## src/rtl/usb_out_ep_pkg.sv

```systemverilog
package usb_out_ep_pkg;
    typedef enum logic [1:0] {
        ST_EMPTY = 2'd0,
        ST_READY = 2'd1,
        ST_FLUSH = 2'd2,
        ST_DRAIN = 2'd3
    } ep_state_e;

    localparam int BIT_CLRTOG  = 7;
    localparam int BIT_STLSENT = 6;
    localparam int BIT_STLREQ  = 5;
    localparam int BIT_FLUSH   = 4;
    localparam int BIT_DATERR  = 3;
    localparam int BIT_OVRUN   = 2;
    localparam int BIT_FULL    = 1;
    localparam int BIT_RDY     = 0;
endpackage

```

## src/rtl/usb_out_ep_pkt_fsm.sv

```systemverilog
module usb_out_ep_pkt_fsm
    import usb_out_ep_pkg::*;
#(
    parameter int MAX_PKTS = 2
) (
    input  logic clk,
    input  logic rst_n,
    input  logic dbl_buf_en,
    input  logic pkt_rx,
    input  logic sw_wr,
    input  logic sw_rdy_bit,
    input  logic sw_flush_bit,
    output logic accept,
    output logic rdy_cleared,
    output logic rdy,
    output logic flushing,
    output logic full,
    output logic ptr_rst,
    output logic pkt_release,
    output logic irq
);
    localparam int CNT_W = $clog2(MAX_PKTS + 1);

    ep_state_e        state_q, state_d;
    logic [CNT_W-1:0] cnt_q, cnt_d;
    logic             irq_q;
    logic             done;

    // Full threshold depends on the buffering mode.
    assign full   = dbl_buf_en ? (cnt_q == CNT_W'(MAX_PKTS)) : (cnt_q != '0);
    assign accept = pkt_rx && !full;
    assign done   = (state_q == ST_FLUSH) || (state_q == ST_DRAIN);
    assign cnt_d  = cnt_q + CNT_W'(accept) - CNT_W'(done);

    assign rdy_cleared = (state_q == ST_READY) && sw_wr && !sw_flush_bit && !sw_rdy_bit;

    always_comb begin
        state_d = state_q;
        unique case (state_q)
            ST_EMPTY: if (accept) state_d = ST_READY;
            ST_READY: begin
                if (sw_wr && sw_flush_bit)   state_d = ST_FLUSH;
                else if (rdy_cleared)        state_d = ST_DRAIN;
            end
            ST_FLUSH, ST_DRAIN: state_d = (cnt_d != '0) ? ST_READY : ST_EMPTY;
            default: state_d = ST_EMPTY;
        endcase
    end

    // State and counter register
    always_ff @(posedge clk or negedge rst_n) begin
        if (!rst_n) begin
            state_q <= ST_EMPTY;
            cnt_q   <= '0;
            irq_q   <= 1'b0;
        end else begin
            state_q <= state_d;
            cnt_q   <= cnt_d;
            irq_q   <= (state_d == ST_READY) && (state_q != ST_READY);
        end
    end

    // Outputs decoded from the state
    always_comb begin
        rdy         = (state_q == ST_READY);
        flushing    = (state_q == ST_FLUSH);
        ptr_rst     = (state_q == ST_FLUSH);
        pkt_release = done;
        irq         = irq_q;
    end
endmodule

```

## src/rtl/usb_out_ep_flags.sv

```systemverilog
module usb_out_ep_flags
    import usb_out_ep_pkg::*;
(
    input  logic clk,
    input  logic rst_n,
    input  logic iso_mode,
    input  logic sw_wr,
    input  logic sw_clrtog,
    input  logic sw_stlsent,
    input  logic sw_stlreq,
    input  logic sw_ovrun,
    input  logic stall_sent,
    input  logic overrun_ev,
    input  logic pkt_bad,
    input  logic accept,
    input  logic rdy_cleared,
    output logic stlsent,
    output logic stlreq,
    output logic daterr,
    output logic ovrun,
    output logic toggle
);
    always_ff @(posedge clk or negedge rst_n) begin
        if (!rst_n) begin
            stlsent <= 1'b0;
            stlreq  <= 1'b0;
            daterr  <= 1'b0;
            ovrun   <= 1'b0;
            toggle  <= 1'b0;
        end else begin
            if (stall_sent)                  stlsent <= 1'b1;
            else if (sw_wr && !sw_stlsent)   stlsent <= 1'b0;

            if (sw_wr) stlreq <= sw_stlreq;

            if (iso_mode && accept && pkt_bad) daterr <= 1'b1;
            else if (rdy_cleared)              daterr <= 1'b0;

            if (iso_mode && overrun_ev)      ovrun <= 1'b1;
            else if (sw_wr && !sw_ovrun)     ovrun <= 1'b0;

            if (sw_wr && sw_clrtog)          toggle <= 1'b0;
            else if (accept && !iso_mode)    toggle <= !toggle;
        end
    end
endmodule

```

## src/rtl/usb_out_ep_csr.sv

```systemverilog
module usb_out_ep_csr
    import usb_out_ep_pkg::*;
#(
    parameter int MAX_PKTS = 2
) (
    input  logic       clk,
    input  logic       rst_n,
    input  logic       iso_mode,
    input  logic       dbl_buf_en,
    input  logic       reg_wr,
    input  logic [7:0] reg_wdata,
    output logic [7:0] reg_rdata,
    input  logic       ev_pkt_rx,
    input  logic       ev_pkt_bad,
    input  logic       ev_stall_sent,
    input  logic       ev_overrun,
    output logic       fifo_ptr_rst,
    output logic       fifo_pkt_release,
    output logic       stall_req,
    output logic       data_toggle,
    output logic       fifo_full,
    output logic       irq
);
    logic accept, rdy_cleared, rdy, flushing;
    logic stlsent, stlreq, daterr, ovrun;

    usb_out_ep_pkt_fsm #(.MAX_PKTS(MAX_PKTS)) u_fsm (
        .clk          (clk),
        .rst_n        (rst_n),
        .dbl_buf_en   (dbl_buf_en),
        .pkt_rx       (ev_pkt_rx),
        .sw_wr        (reg_wr),
        .sw_rdy_bit   (reg_wdata[BIT_RDY]),
        .sw_flush_bit (reg_wdata[BIT_FLUSH]),
        .accept       (accept),
        .rdy_cleared  (rdy_cleared),
        .rdy          (rdy),
        .flushing     (flushing),
        .full         (fifo_full),
        .ptr_rst      (fifo_ptr_rst),
        .pkt_release  (fifo_pkt_release),
        .irq          (irq)
    );

    usb_out_ep_flags u_flags (
        .clk         (clk),
        .rst_n       (rst_n),
        .iso_mode    (iso_mode),
        .sw_wr       (reg_wr),
        .sw_clrtog   (reg_wdata[BIT_CLRTOG]),
        .sw_stlsent  (reg_wdata[BIT_STLSENT]),
        .sw_stlreq   (reg_wdata[BIT_STLREQ]),
        .sw_ovrun    (reg_wdata[BIT_OVRUN]),
        .stall_sent  (ev_stall_sent),
        .overrun_ev  (ev_overrun),
        .pkt_bad     (ev_pkt_bad),
        .accept      (accept),
        .rdy_cleared (rdy_cleared),
        .stlsent     (stlsent),
        .stlreq      (stlreq),
        .daterr      (daterr),
        .ovrun       (ovrun),
        .toggle      (data_toggle)
    );

    assign stall_req = stlreq && !iso_mode;

    always_comb begin
        reg_rdata              = '0;
        reg_rdata[BIT_STLSENT] = stlsent;
        reg_rdata[BIT_STLREQ]  = stlreq;
        reg_rdata[BIT_FLUSH]   = flushing;
        reg_rdata[BIT_DATERR]  = daterr;
        reg_rdata[BIT_OVRUN]   = ovrun;
        reg_rdata[BIT_FULL]    = fifo_full;
        reg_rdata[BIT_RDY]     = rdy;
    end
endmodule

```

## config.mk

```make
export PLATFORM = sky130hd
export DESIGN_NAME = usb_out_ep_csr
export DESIGN_NICKNAME = d
export VERILOG_FILES = /design/src/rtl/usb_out_ep_pkg.sv /design/src/rtl/usb_out_ep_pkt_fsm.sv /design/src/rtl/usb_out_ep_flags.sv /design/src/rtl/usb_out_ep_csr.sv
export SDC_FILE = /design/constraint.sdc
export NUM_CORES = 1
export LEC_CHECK = 0
export BUFFER_PORTS_ARGS = -buffer_cell sky130_fd_sc_hd__buf_2
export CAP_MARGIN = 20
export CELL_PAD_IN_SITES_DETAIL_PLACEMENT = 1
export CELL_PAD_IN_SITES_GLOBAL_PLACEMENT = 1
export CORE_MARGIN = 2
export CORE_UTILIZATION = 30
export CTS_CLUSTER_SIZE = 25
export DETAILED_ROUTE_END_ITERATION = 7
export GPL_ROUTABILITY_DRIVEN = 0
export PLACE_DENSITY_LB_ADDON = 0.1
export SLEW_MARGIN = 20
export SYNTH_ARGS = -nofsm -noshare
export SYNTH_HDL_FRONTEND = slang
export SYNTH_SLANG_ARGS = --single-unit
```

## constraint.sdc

```tcl
create_clock -name clk -period 2.45 [get_ports clk]
set_clock_uncertainty 0.1 [all_clocks]
set_input_delay 0.49 -clock clk [delete_from_list [all_inputs] [get_ports clk]]
set_output_delay 0.49 -clock clk [all_outputs]
set_load 0.005 [all_outputs]
```

==> results of run 1 <==
-- metal layers --
metal / up-vias / GRT usage, % / wire length (um)
met4: 0 / 5.00 / 11
met3: 2 / 6.15 / 85
li1: 223 / - / -
met5: - / 0 / 0
met1: 208 / 13.6 / 481
met2: 14 / 20.5 / 536
-- power groups by stage --
stage	combinational, mW	clock (mW)	sequential [mW]
finish	0.289	0.108	0.266
global route	0.333	0.125	0.274
CTS	0.299	0.118	0.267
detailed placement	0.297	0	0.271
global placement	0.290	0	0.269
floorplan	0.232	0	0.263
-- Yosys cell counts --
cell type	n	area share (%)
sky130_fd_sc_hd__clkbuf_1	1	0.68
sky130_fd_sc_hd__a21boi_0	1	1.4
sky130_fd_sc_hd__a21oi_1	3	2.7
sky130_fd_sc_hd__dfrtp_1	10	45
sky130_fd_sc_hd__a2bb2oi_1	2	3.2
sky130_fd_sc_hd__a21o_1	1	1.4
sky130_fd_sc_hd__ha_1	2	4.5
sky130_fd_sc_hd__nor2_1	3	2.0
sky130_fd_sc_hd__o21ai_1	1	0.90
sky130_fd_sc_hd__xnor2_1	2	3.2
sky130_fd_sc_hd__mux2_1	1	2.0
sky130_fd_sc_hd__o31ai_1	1	1.4
sky130_fd_sc_hd__and2_1	1	1.1
sky130_fd_sc_hd__a22o_1	1	1.6
sky130_fd_sc_hd__o21ai_0	3	2.7
sky130_fd_sc_hd__nand2b_1	3	3.4
sky130_fd_sc_hd__nor2b_1	4	4.5
sky130_fd_sc_hd__mux2_2	1	2.0
sky130_fd_sc_hd__inv_1	3	2.0
sky130_fd_sc_hd__nand3b_1	1	1.4
sky130_fd_sc_hd__conb_1	1	0.68
sky130_fd_sc_hd__nand2_1	2	1.4
sky130_fd_sc_hd__buf_4	8	11
-- sequential cells by signal (all words and copies together), names as in the netlist --
name             flops
u_flags.stlsent      1
u_fsm.cnt_q          2
u_flags.ovrun        1
u_flags.daterr       1
u_flags.toggle       1
u_flags.stlreq       1
u_fsm.state_q        2
u_fsm.irq            1
-- cell type report --
cell class,count,area (um^2)
Fill cell,227,1040
Sequential cell,10,250
Multi-Input combinational cell,34,229
Timing Repair Buffer,28,145
Tap cell,25,31.3
Clock buffer,3,22.5
Inverter,3,11.3
-- cells by family after synthesis --
family,Yosys count
simple gates,14
compound gates,13
buf+inv,12
flops,10
fa+ha+maj,2
xor+xnor,2
mux,2
other cells,1
-- placed cells by master, fill, tap and decap left out, types with 2 or more instances in the layout --
cell,Yosys,layout
sky130_fd_sc_hd__nor2_1,3,3
sky130_fd_sc_hd__inv_1,3,3
sky130_fd_sc_hd__clkbuf_4,0,3
sky130_fd_sc_hd__o21ai_0,3,3
sky130_fd_sc_hd__buf_2,0,27
sky130_fd_sc_hd__nor2b_1,4,4
sky130_fd_sc_hd__a2bb2oi_1,2,2
sky130_fd_sc_hd__ha_1,2,2
sky130_fd_sc_hd__xnor2_1,2,2
sky130_fd_sc_hd__nand2_1,2,2
sky130_fd_sc_hd__nand2b_1,3,3
sky130_fd_sc_hd__dfrtp_1,10,10
sky130_fd_sc_hd__a21oi_1,3,3
-- final timing paths --
path / slack (ps) / endpoint / from / cells past startpoint
worst max register to register: 400 / u_fsm.irq / u_fsm.cnt_q[1] / 8
worst min-delay path: 300 / u_flags.stlsent / ev_stall_sent / 2
worst max-delay path: 400 / u_fsm.irq / u_fsm.cnt_q[1] / 8
worst min register to register: 380 / u_flags.stlsent / u_flags.stlsent / 1
min in group asynchronous: 530 / u_flags.stlsent / rst_n / 2
max in group asynchronous: 1530 / u_fsm.cnt_q[1] / rst_n / 2
==> load_flow_metrics.sql, run 1 <==
INSERT INTO impl_metrics (metric_group, metric, value, unit) VALUES
('outcome', 'status', 'finished, final reports clean', ''),
('synthesis', 'synth_xor_xnor_area_share', '3.16', '%'),
('power_and_ir_drop', 'net_switching_share_of_the_total_power', '33.5', '%'),
('clocking', 'worst_skew_pair.late_latency', '260', 'ps'),
('power_and_ir_drop', 'switchingPower', '0.222', 'mW'),
('grt', 'first_global_vias', '428', ''),
('clocking', 'cts_setup_buffers', '0', ''),
('worst_setup_path', 'worst_setup_path_start_kind', 'register', ''),
('clocking', 'hold_buffers', '1', ''),
('placement', 'detailed_place_hpwl', '929', 'um'),
('synthesis', 'synthesis.area', '554', 'um^2'),
('drt', 'detail_route.wl_per_cell', '10.8', 'um'),
('sta', 'slew_violations', '0', ''),
('synthesis', 'synth.lib_cells_used.distinct', '23', ''),
('clocking', 'ctsHtreeMaxLevel', '1', ''),
('clocking', 'worst_setup_hold_path_clk_slew', '60', 'ps'),
('sta', 'holdWs', '305', 'ps'),
('sta', 'hold_vio_cnt_final', '0', ''),
('grt', 'first_pass_grt_wire_length', '1.86', 'mm'),
('power_and_ir_drop', 'power.share.sequential', '40.2', '%'),
('floorplanning', 'floorplan.core_area', '1730', 'um^2'),
('drt', 'pre_repair_dr_iteration_count', '2', ''),
('worst_setup_path', 'critical_path.max_stage_delay', '390', 'ps'),
('placement', 'dp_slack', '184', 'ps'),
('power_and_ir_drop', 'power.total', '0.663', 'mW'),
('synthesis', 'yosys_warnings', '0', ''),
('drt', 'routed_wl', '1.12', 'mm'),
('grt', 'antenna_found_initial', '0', ''),
('clocking', 'cts_root_buf', 'sky130_fd_sc_hd__clkbuf_4', ''),
('floorplanning', 'dieArea', '2210', 'um^2'),
('hold_path', 'worst_hold_check_path_type', 'input port to register', ''),
('worst_setup_path', 'timing.critical_path.required', '2530', 'ps'),
('clocking', 'numClockSinks', '10', ''),
('layout', 'layout-area-overhead-vs-synth', '24.4', '%'),
('sta', 'postLayoutSetupSlackWorst', '403', 'ps'),
('worst_setup_path', 'critPathArrivalTime', '2130', 'ps'),
('synthesis', 'synth.mux.area_fraction', '4.06', '%'),
('drt', 'routed-via-count', '447', ''),
('worst_setup_path', 'crit_path_cell_trace', 'nor2_1 > o21ai_0 > ha_1 > inv_1 > ha_1 > xnor2_1 > xnor2_1 > a2bb2oi_1', ''),
('clocking', 'number_of_buffers_added_by_the_clock_tree_synthesis_step', '3', ''),
('placement', 'placed_cells', '99', ''),
('layout', 'non_filler_instance_count_after_layout', '103', ''),
('placement', 'postPlaceCellArea', '657', 'um^2'),
('power_and_ir_drop', 'share_clk_of_total_power', '16.3', '%'),
('synthesis', 'synth_fa_ha_area_share', '4.51', '%'),
('drt', 'postRouteAntennaNets', '0', ''),
('worst_setup_path', 'criticalPathCategory', 'register to register', ''),
('grt', 'groute.usage.overall', '12.4', '%'),
('floorplanning', 'std_cell_rows', '15', ''),
('sta', 'period_needed', '2050', 'ps'),
('placement', 'placement.io_buffers', '27', ''),
('synthesis', 'share_of_synthesized_cell_area_in_and_or_nand_and_nor_gates', '13.8', '%'),
('grt', 'grt_max_degree', '11', ''),
('sta', 'period_share', '83.6', '%'),
('clocking', 'post_cts.resized_instances', '0', ''),
('layout', 'utilization', '39.9', '%'),
('synthesis', 'synth_fp_nets', '75', ''),
('power_and_ir_drop', 'p_comb_share', '43.6', '%'),
('synthesis', 'synth_compound_area_share', '15.1', '%'),
('worst_setup_path', 'worst_setup_path_end_kind', 'register', ''),
('layout', 'n_antenna_cell', '0', ''),
('clocking', 'clock_tree.buffer_depth', '2', ''),
('sta', 'timing.setup.tns', '0', 'ps'),
('power_and_ir_drop', 'power_density', '962', 'nW/um^2'),
('sta', 'fmax', '488', 'MHz'),
('synthesis', 'synth-seq-cells', '10', ''),
('power_and_ir_drop', 'total_leakage_power', '0.352', 'nW'),
('worst_setup_path', 'worst_path_fanout_max', '4', ''),
('floorplanning', 'horiz_die_dim', '47.0', 'um'),
('power_and_ir_drop', 'internal-power', '0.441', 'mW'),
('clocking', 'cts_tree', 'built', '');
(Power assumes the default switching activity.)
==> run 2: changes to the inputs <==
==> constraint.sdc (replaced) <==
create_clock -name clk -period 2 [get_ports clk]
set_clock_uncertainty 0.1 [all_clocks]
set_input_delay 0.4 -clock clk [delete_from_list [all_inputs] [get_ports clk]]
set_output_delay 0.4 -clock clk [all_outputs]
set_load 0.005 [all_outputs]
==> run 2 against run 1 <==
Combinational power is 57% higher. First-iteration DRC count stayed put. Clock power is 28% higher. Routed wire length is 1.2% higher. Critical path depth stayed put. Critical endpoint unchanged.
==> load_flow_metrics.sql, run 2 (synthesis results as in run 1) <==
INSERT INTO impl_metrics (metric_group, metric, value, unit) VALUES
('floorplanning', 'floorplan.core_area', '1730', 'um^2'),
('clocking', 'worst_setup_hold_path_clk_slew', '60', 'ps'),
('hold_path', 'timing.hold.worst_path_depth', '2', ''),
('grt', 'antenna_found_initial', '0', ''),
('clocking', 'cts_root_buf', 'sky130_fd_sc_hd__clkbuf_4', ''),
('drt', 'detail_route.wl_per_cell', '10.3', 'um'),
('layout', 'layout.cells.most_common', 'sky130_fd_sc_hd__buf_2', ''),
('floorplanning', 'horiz_die_dim', '47.0', 'um'),
('worst_setup_path', 'worst_setup_path_end_kind', 'register', ''),
('sta', 'hold_vio_cnt_final', '0', ''),
('placement', 'detailed_place_hpwl', '939', 'um'),
('floorplanning', 'io_pins', '31', ''),
('sta', 'setup_viol_count_final', '0', ''),
('worst_setup_path', 'slowest_stage', 'sky130_fd_sc_hd__dfrtp_1', ''),
('worst_setup_path', 'critical_path.reg2reg.startpoint', 'u_fsm.cnt_q[0]', ''),
('sta', 'fmax', '528', 'MHz'),
('worst_setup_path', 'setup.reg_to_reg.worst_slack', '110', 'ps'),
('clocking', 'numClockSinks', '10', ''),
('drt', 'detailedRoute.firstIterationViolations', '1', ''),
('clocking', 'clock_tree.buffer_depth', '2', ''),
('grt', 'grt_max_degree', '11', ''),
('layout', 'n_antenna_cell', '0', ''),
('clocking', 'worst_skew_pair.late_latency', '260', 'ps'),
('layout', 'layout-area-overhead-vs-synth', '34.1', '%'),
('layout', 'utilization', '43.0', '%'),
('clocking', 'number_of_buffers_added_by_the_clock_tree_synthesis_step', '3', ''),
('floorplanning', 'dieArea', '2210', 'um^2'),
('layout', 'final_nets', '105', ''),
('grt', 'first_global_vias', '437', ''),
('layout', 'layout_common_cells', '27 x sky130_fd_sc_hd__buf_2, 10 x sky130_fd_sc_hd__dfrtp_1, 6 x sky130_fd_sc_hd__buf_4', ''),
('layout', 'register_area', '250', 'um^2'),
('layout', 'top_regs', 'u_fsm.cnt_q: 2 flops, u_fsm.state_q: 2 flops', ''),
('clocking', 'cts_tree', 'built', ''),
('hold_path', 'timing.hold.worst.start', 'ev_stall_sent', ''),
('worst_setup_path', 'crit-reg2reg-capture', 'u_fsm.irq', ''),
('grt', 'grt_overflow', '0', ''),
('outcome', 'status', 'finished, final reports clean', ''),
('drt', 'routed_wl', '1.13', 'mm'),
('power_and_ir_drop', 'total_leakage_power', '0.383', 'nW'),
('hold_path', 'timing.hold.worst_endpoint', 'u_flags.stlsent', ''),
('drt', 'postRouteAntennaNets', '0', ''),
('power_and_ir_drop', 'worst_ir_drop_vdd', '489', 'uV'),
('worst_setup_path', 'criticalPathCategory', 'register to register', ''),
('worst_setup_path', 'critPathArrivalTime', '1980', 'ps'),
('grt', 'first_pass_grt_wire_length', '1.91', 'mm'),
('drt', 'pre_repair_dr_iteration_count', '3', ''),
('worst_setup_path', 'cpLargestDelayFamily', 'adder cells', ''),
('hold_path', 'worst_hold_check_path_type', 'input port to register', ''),
('worst_setup_path', 'worst-r2r-cell-count', '8', ''),
('sta', 'period_share', '94.6', '%'),
('placement', 'placement.io_buffers', '27', ''),
('layout', 'filler_cell_count', '230', ''),
('worst_setup_path', 'crit_path_cell_trace', 'nor2_2 > o21ai_2 > ha_1 > inv_1 > ha_1 > xnor2_1 > xnor2_1 > a2bb2oi_1', ''),
('worst_setup_path', 'critical_path.max_stage_delay', '400', 'ps'),
('drt', 'detail_route.drc_violations', '0', ''),
('worst_setup_path', 'worst_path_fanout_max', '3', ''),
('sta', 'slew_violations', '0', ''),
('drt', 'drt-vias-per-instance', '4.22', ''),
('worst_setup_path', 'worst_setup_path_start_kind', 'register', ''),
('sta', 'period_needed', '1890', 'ps'),
('floorplanning', 'floorplan.die.height', '47.0', 'um'),
('drt', 'routed-via-count', '460', ''),
('sta', 'timing.setup.tns', '0', 'ps'),
('floorplanning', 'std_cell_rows', '15', ''),
('layout', 'multi_input_area', '238', 'um^2'),
('grt', 'groute.usage.overall', '13.4', '%'),
('layout', 'drive_gt1_share', '47.6', '%'),
('flow_run', 'max-cap-violations', '0', ''),
('floorplanning', 'initial_utilization', '32.1', '%'),
('power_and_ir_drop', 'power_density', '1230', 'nW/um^2'),
('worst_setup_path', 'timing.critical_path.buf_inv', '1', ''),
('clocking', 'ctsHtreeMaxLevel', '1', ''),
('worst_setup_path', 'timing.critical_path.required', '2080', 'ps');
==> run 2: cell count changes in the layout (fill, tap and decap cells not counted), sizes merged <==
cell	previous run	this run
buf	27	33
==> run 2: power breakdown <==
group          switching (mW)  internal [mW]
Combinational           0.183          0.270
Clock                  0.0681         0.0696
Sequential             0.0480          0.276
==> run 2: worst max path at each step <==
stage | from | to | slack [ps] | cells after the start
floorplan | dbl_buf_en | u_fsm.irq | 170 | 8
global placement | dbl_buf_en | u_fsm.irq | -90 | 9
detailed placement | dbl_buf_en | u_fsm.irq | -120 | 9
CTS | u_fsm.cnt_q[0] | u_fsm.irq | 60 | 8
global route | u_fsm.cnt_q[0] | u_fsm.irq | -20 | 8
finish | u_fsm.cnt_q[0] | u_fsm.irq | 110 | 8
==> run 2: repair_timing <==
| action | in CTS | in global routing |
|---|---|---|
| gates resized for setup | 1 | 3 |
| pin swaps | 0 | 5 |
| hold buffers | 1 | 0 |
| setup endpoints to repair | 2 | 2 |
| endpoints found under the hold margin | 10 | 0 |
| setup buffers | 0 | 1 |
==> run 2: routing by layer <==
layer	global-route usage [%]	up-vias	wire, um
met4	8.33	0	19
met2	20.3	15	534
met1	15.2	208	493
met3	6.15	2	81
met5	0	-	0
li1	-	235	-
==> run 2: cell type report <==
cell class / instances / area share (%)
inverters: 3 / 1.52
well taps: 25 / 4.21
multi-input cells: 34 / 32.0
repair buffers: 34 / 25.6
clock buffers: 3 / 3.03
flip-flops and latches: 10 / 33.7
==> run 2: per-stage QoR <==
step	power (mW)	hold WS (ps)	worst slack, ps	area [um^2]	instances
finish	0.915	209	107	743	109
global route	1.01	204	-21.8	743	109
CTS	0.910	202	60.7	727	108
detailed placement	0.763	181	-122	694	104
global placement	0.756	183	-91.7	694	104
floorplan	0.606	4.41	172	554	56
==> run 2: worst register-to-register path, cell delays in order, from the launching register on <==
cell and delay (ps):
sky130_fd_sc_hd__dfrtp_1 400, sky130_fd_sc_hd__nor2_2 150, sky130_fd_sc_hd__o21ai_2 80, sky130_fd_sc_hd__ha_1 260, sky130_fd_sc_hd__inv_1 40, sky130_fd_sc_hd__ha_1 180, sky130_fd_sc_hd__xnor2_1 130, sky130_fd_sc_hd__xnor2_1 280
sky130_fd_sc_hd__a2bb2oi_1 200
==> run 3: changes to the inputs <==
--- a/config.mk
+++ b/config.mk
@@ -7,15 +7,14 @@
 export LEC_CHECK = 0
 export BUFFER_PORTS_ARGS = -buffer_cell sky130_fd_sc_hd__buf_2
 export CAP_MARGIN = 20
-export CELL_PAD_IN_SITES_DETAIL_PLACEMENT = 1
-export CELL_PAD_IN_SITES_GLOBAL_PLACEMENT = 1
 export CORE_MARGIN = 2
-export CORE_UTILIZATION = 30
+export CORE_UTILIZATION = 42
 export CTS_CLUSTER_SIZE = 25
 export DETAILED_ROUTE_END_ITERATION = 7
 export GPL_ROUTABILITY_DRIVEN = 0
-export PLACE_DENSITY_LB_ADDON = 0.1
+export PLACE_DENSITY = 0.76
 export SLEW_MARGIN = 20
 export SYNTH_ARGS = -nofsm -noshare
 export SYNTH_HDL_FRONTEND = slang
+export SYNTH_HIERARCHICAL = 1
 export SYNTH_SLANG_ARGS = --single-unit
==> run 3 against run 2 <==
Cell count down 17%. Die area is 25% lower. Critical path type unchanged. Sequential power about the same. Global-route usage grew 0.79 points. Sequential share of layout area increased by 2.5 points. Routed wire length fell by 12%. Largest cell class unchanged.
==> load_flow_metrics.sql, run 3 <==
INSERT INTO impl_metrics (metric_group, metric, value, unit) VALUES
('outcome', 'status', 'finished, final reports clean', ''),
('clocking', 'cts_root_buf', 'sky130_fd_sc_hd__clkbuf_4', ''),
('synthesis', 'synthArstFlopShare', '100', '%'),
('drt', 'drt-vias-per-instance', '4.69', ''),
('clocking', 'post_cts.resized_instances', '0', ''),
('flow_run', 'max-cap-violations', '0', ''),
('clocking', 'worst_skew_pair.late_latency', '260', 'ps'),
('sta', 'setup_viol_count_final', '0', ''),
('layout', 'drive_gt1_share', '47.4', '%'),
('sta', 'holdWs', '200', 'ps'),
('worst_setup_path', 'cpLargestDelayFamily', 'flip-flops', ''),
('synthesis', 'yosys_warnings', '6', ''),
('drt', 'pre_repair_dr_iteration_count', '2', ''),
('floorplanning', 'floorplan.core_area', '1270', 'um^2'),
('sta', 'hold_vio_cnt_final', '0', ''),
('grt', 'first_global_vias', '380', ''),
('grt', 'grt_max_degree', '11', ''),
('sta', 'timing.setup.tns', '0', 'ps'),
('grt', 'groute.usage.overall', '14.2', '%'),
('clocking', 'hold_buffers', '1', ''),
('power_and_ir_drop', 'power_density', '1220', 'nW/um^2'),
('layout', 'layout.cells.most_common', 'sky130_fd_sc_hd__buf_2', ''),
('layout', 'final_nets', '96', ''),
('grt', 'first_pass_grt_wire_length', '1.45', 'mm'),
('drt', 'postRouteAntennaNets', '0', ''),
('grt', 'antenna_found_initial', '0', ''),
('sta', 'slew_violations', '0', ''),
('power_and_ir_drop', 'worst_ir_drop_vdd', '591', 'uV'),
('worst_setup_path', 'timing.critical_path.buf_inv', '0', ''),
('synthesis', 'synth_seq_area_share', '44.4', '%'),
('worst_setup_path', 'crit_path_cell_trace', 'nand2b_1 > nand2_1 > nor2_1 > ha_1 > xor3_1 > o21ai_2 > o21ai_0', ''),
('floorplanning', 'initial_utilization', '44.4', '%'),
('synthesis', 'synthesis.area', '563', 'um^2'),
('worst_setup_path', 'slowest_stage', 'sky130_fd_sc_hd__dfrtp_1', ''),
('layout', 'n_antenna_cell', '0', ''),
('worst_setup_path', 'worst_path_fanout_max', '4', ''),
('worst_setup_path', 'setup.reg_to_reg.worst_slack', '290', 'ps'),
('layout', 'utilization', '54.5', '%'),
('sta', 'period_needed', '1710', 'ps'),
('hold_path', 'worst_hold_check_path_type', 'input port to register', ''),
('synthesis', 'synth_flop_cell', 'sky130_fd_sc_hd__dfrtp_1', ''),
('worst_setup_path', 'worst_setup_path_start_kind', 'register', ''),
('drt', 'routed-via-count', '427', ''),
('synthesis', 'synth-seq-cells', '10', ''),
('placement', 'placement.io_buffers', '27', ''),
('clocking', 'number_of_buffers_added_by_the_clock_tree_synthesis_step', '3', ''),
('worst_setup_path', 'critical_path.max_stage_delay', '400', 'ps'),
('clocking', 'ctsHtreeMaxLevel', '1', ''),
('worst_setup_path', 'timing.critical_path.required', '2040', 'ps'),
('layout', 'layout_common_cells', '27 x sky130_fd_sc_hd__buf_2, 10 x sky130_fd_sc_hd__dfrtp_1, 5 x sky130_fd_sc_hd__inv_1', ''),
('sta', 'period_share', '85.4', '%'),
('clocking', 'cts_setup_buffers', '0', ''),
('sta', 'fmax', '586', 'MHz'),
('clocking', 'cts_tree', 'built', ''),
('floorplanning', 'floorplan.die.height', '40.6', 'um'),
('layout', 'layout-area-overhead-vs-synth', '22.9', '%'),
('synthesis', 'synth_fp_nets', '73', ''),
('grt', 'grt_overflow', '0', ''),
('floorplanning', 'std_cell_rows', '13', ''),
('worst_setup_path', 'criticalPathCategory', 'register to register', ''),
('synthesis', 'syn_avg_cell_area', '10.4', 'um^2'),
('synthesis', 'post-synth-top-count-cell', 'sky130_fd_sc_hd__dfrtp_1', ''),
('worst_setup_path', 'critPathArrivalTime', '1750', 'ps'),
('sta', 'rsz0062_at_grt', 'false', ''),
('synthesis', 'synth.lib_cells_used.distinct', '25', ''),
('floorplanning', 'dieArea', '1650', 'um^2'),
('clocking', 'numClockSinks', '10', ''),
('power_and_ir_drop', 'total_leakage_power', '0.380', 'nW'),
('synthesis', 'ys_top_cells_by_count', '10 x sky130_fd_sc_hd__dfrtp_1, 9 x sky130_fd_sc_hd__buf_4, 5 x sky130_fd_sc_hd__inv_1', ''),
('synthesis', 'yosysTopAreaCellShare', '44.4', '%'),
('synthesis', 'synth_edf_count', '0', ''),
('synthesis', 'area_contributors_post_synth', 'sky130_fd_sc_hd__dfrtp_1 44%, sky130_fd_sc_hd__buf_4 12%, sky130_fd_sc_hd__ha_1 4.4%, sky130_fd_sc_hd__nand2b_1 4.4%, sky130_fd_sc_hd__xor3_1 4.2%', ''),
('drt', 'detail_route.wl_per_cell', '10.9', 'um'),
('layout', 'top_regs', 'u_fsm/cnt_q: 2 flops, u_fsm/state_q: 2 flops', ''),
('drt', 'detail_route.drc_violations', '0', ''),
('worst_setup_path', 'worst_setup_path_end_kind', 'register', ''),
('drt', 'detailedRoute.firstIterationViolations', '4', ''),
('floorplanning', 'io_pins', '31', ''),
('drt', 'routed_wl', '994', 'um'),
('clocking', 'worst_setup_hold_path_clk_slew', '70', 'ps'),
('clocking', 'clock_tree.buffer_depth', '2', ''),
('placement', 'detailed_place_hpwl', '781', 'um'),
('synthesis', 'yosysTopAreaCell', 'sky130_fd_sc_hd__dfrtp_1', ''),
('floorplanning', 'horiz_die_dim', '40.6', 'um'),
('synthesis', 'gate_count_post_synth', '54', '');
[run 3: cells by family (layout without fill, tap and decap cells)]
group | count (synthesis) | in the layout | synth area share, %
other cells | 1 | 1 | 0.666
fa+ha+maj | 2 | 2 | 4.44
xor+xnor | 2 | 2 | 5.78
mux | 1 | 1 | 2.00
compound gates | 10 | 10 | 12.2
buf+inv | 15 | 37 | 16.0
simple gates | 13 | 13 | 14.4
flops | 10 | 10 | 44.4
[run 3: per-stage QoR]
step / total power, mW / setup slack [ps] / instance area [um^2] / std cells
final: 0.844 / 292 / 692 / 91
after floorplan: 0.605 / 361 / 563 / 54
after global placement: 0.661 / 224 / 646 / 86
after detailed placement: 0.674 / 178 / 646 / 86
after CTS: 0.860 / 275 / 692 / 91
after global routing: 0.922 / 146 / 692 / 91
[run 3: per-layer routing]
metal	global-route usage, %	part of all wire, %
met5	0	0
met2	22.6	54
met3	3.26	5.0
met1	15.5	41
met4	12.5	0
[run 3: where the power goes]
group / switching, mW / internal [mW]
logic: 0.152 / 0.186
clock network: 0.0690 / 0.110
registers: 0.0525 / 0.274
[run 3: cell type report]
| cell class | instances | area (um^2) |
|---|---|---|
| Sequential cell | 10 | 250 |
| Inverter | 5 | 18.8 |
| Fill cell | 117 | 577 |
| Multi-Input combinational cell | 29 | 223 |
| Clock buffer | 4 | 36.3 |
| Timing Repair Buffer | 28 | 145 |
| Tap cell | 15 | 18.8 |
[run 3: worst paths after layout]
kind	start	to	depth (start not counted)
max	u_fsm/cnt_q[1]	u_fsm/state_q[0]	7
min	reg_wdata[7]	u_flags/toggle	2
max reg2reg	u_fsm/cnt_q[1]	u_fsm/state_q[0]	7
min reg2reg	u_flags/stlsent	u_flags/stlsent	1
max in group asynchronous	rst_n	u_fsm/cnt_q[0]	2
min in group asynchronous	rst_n	u_flags/daterr	2
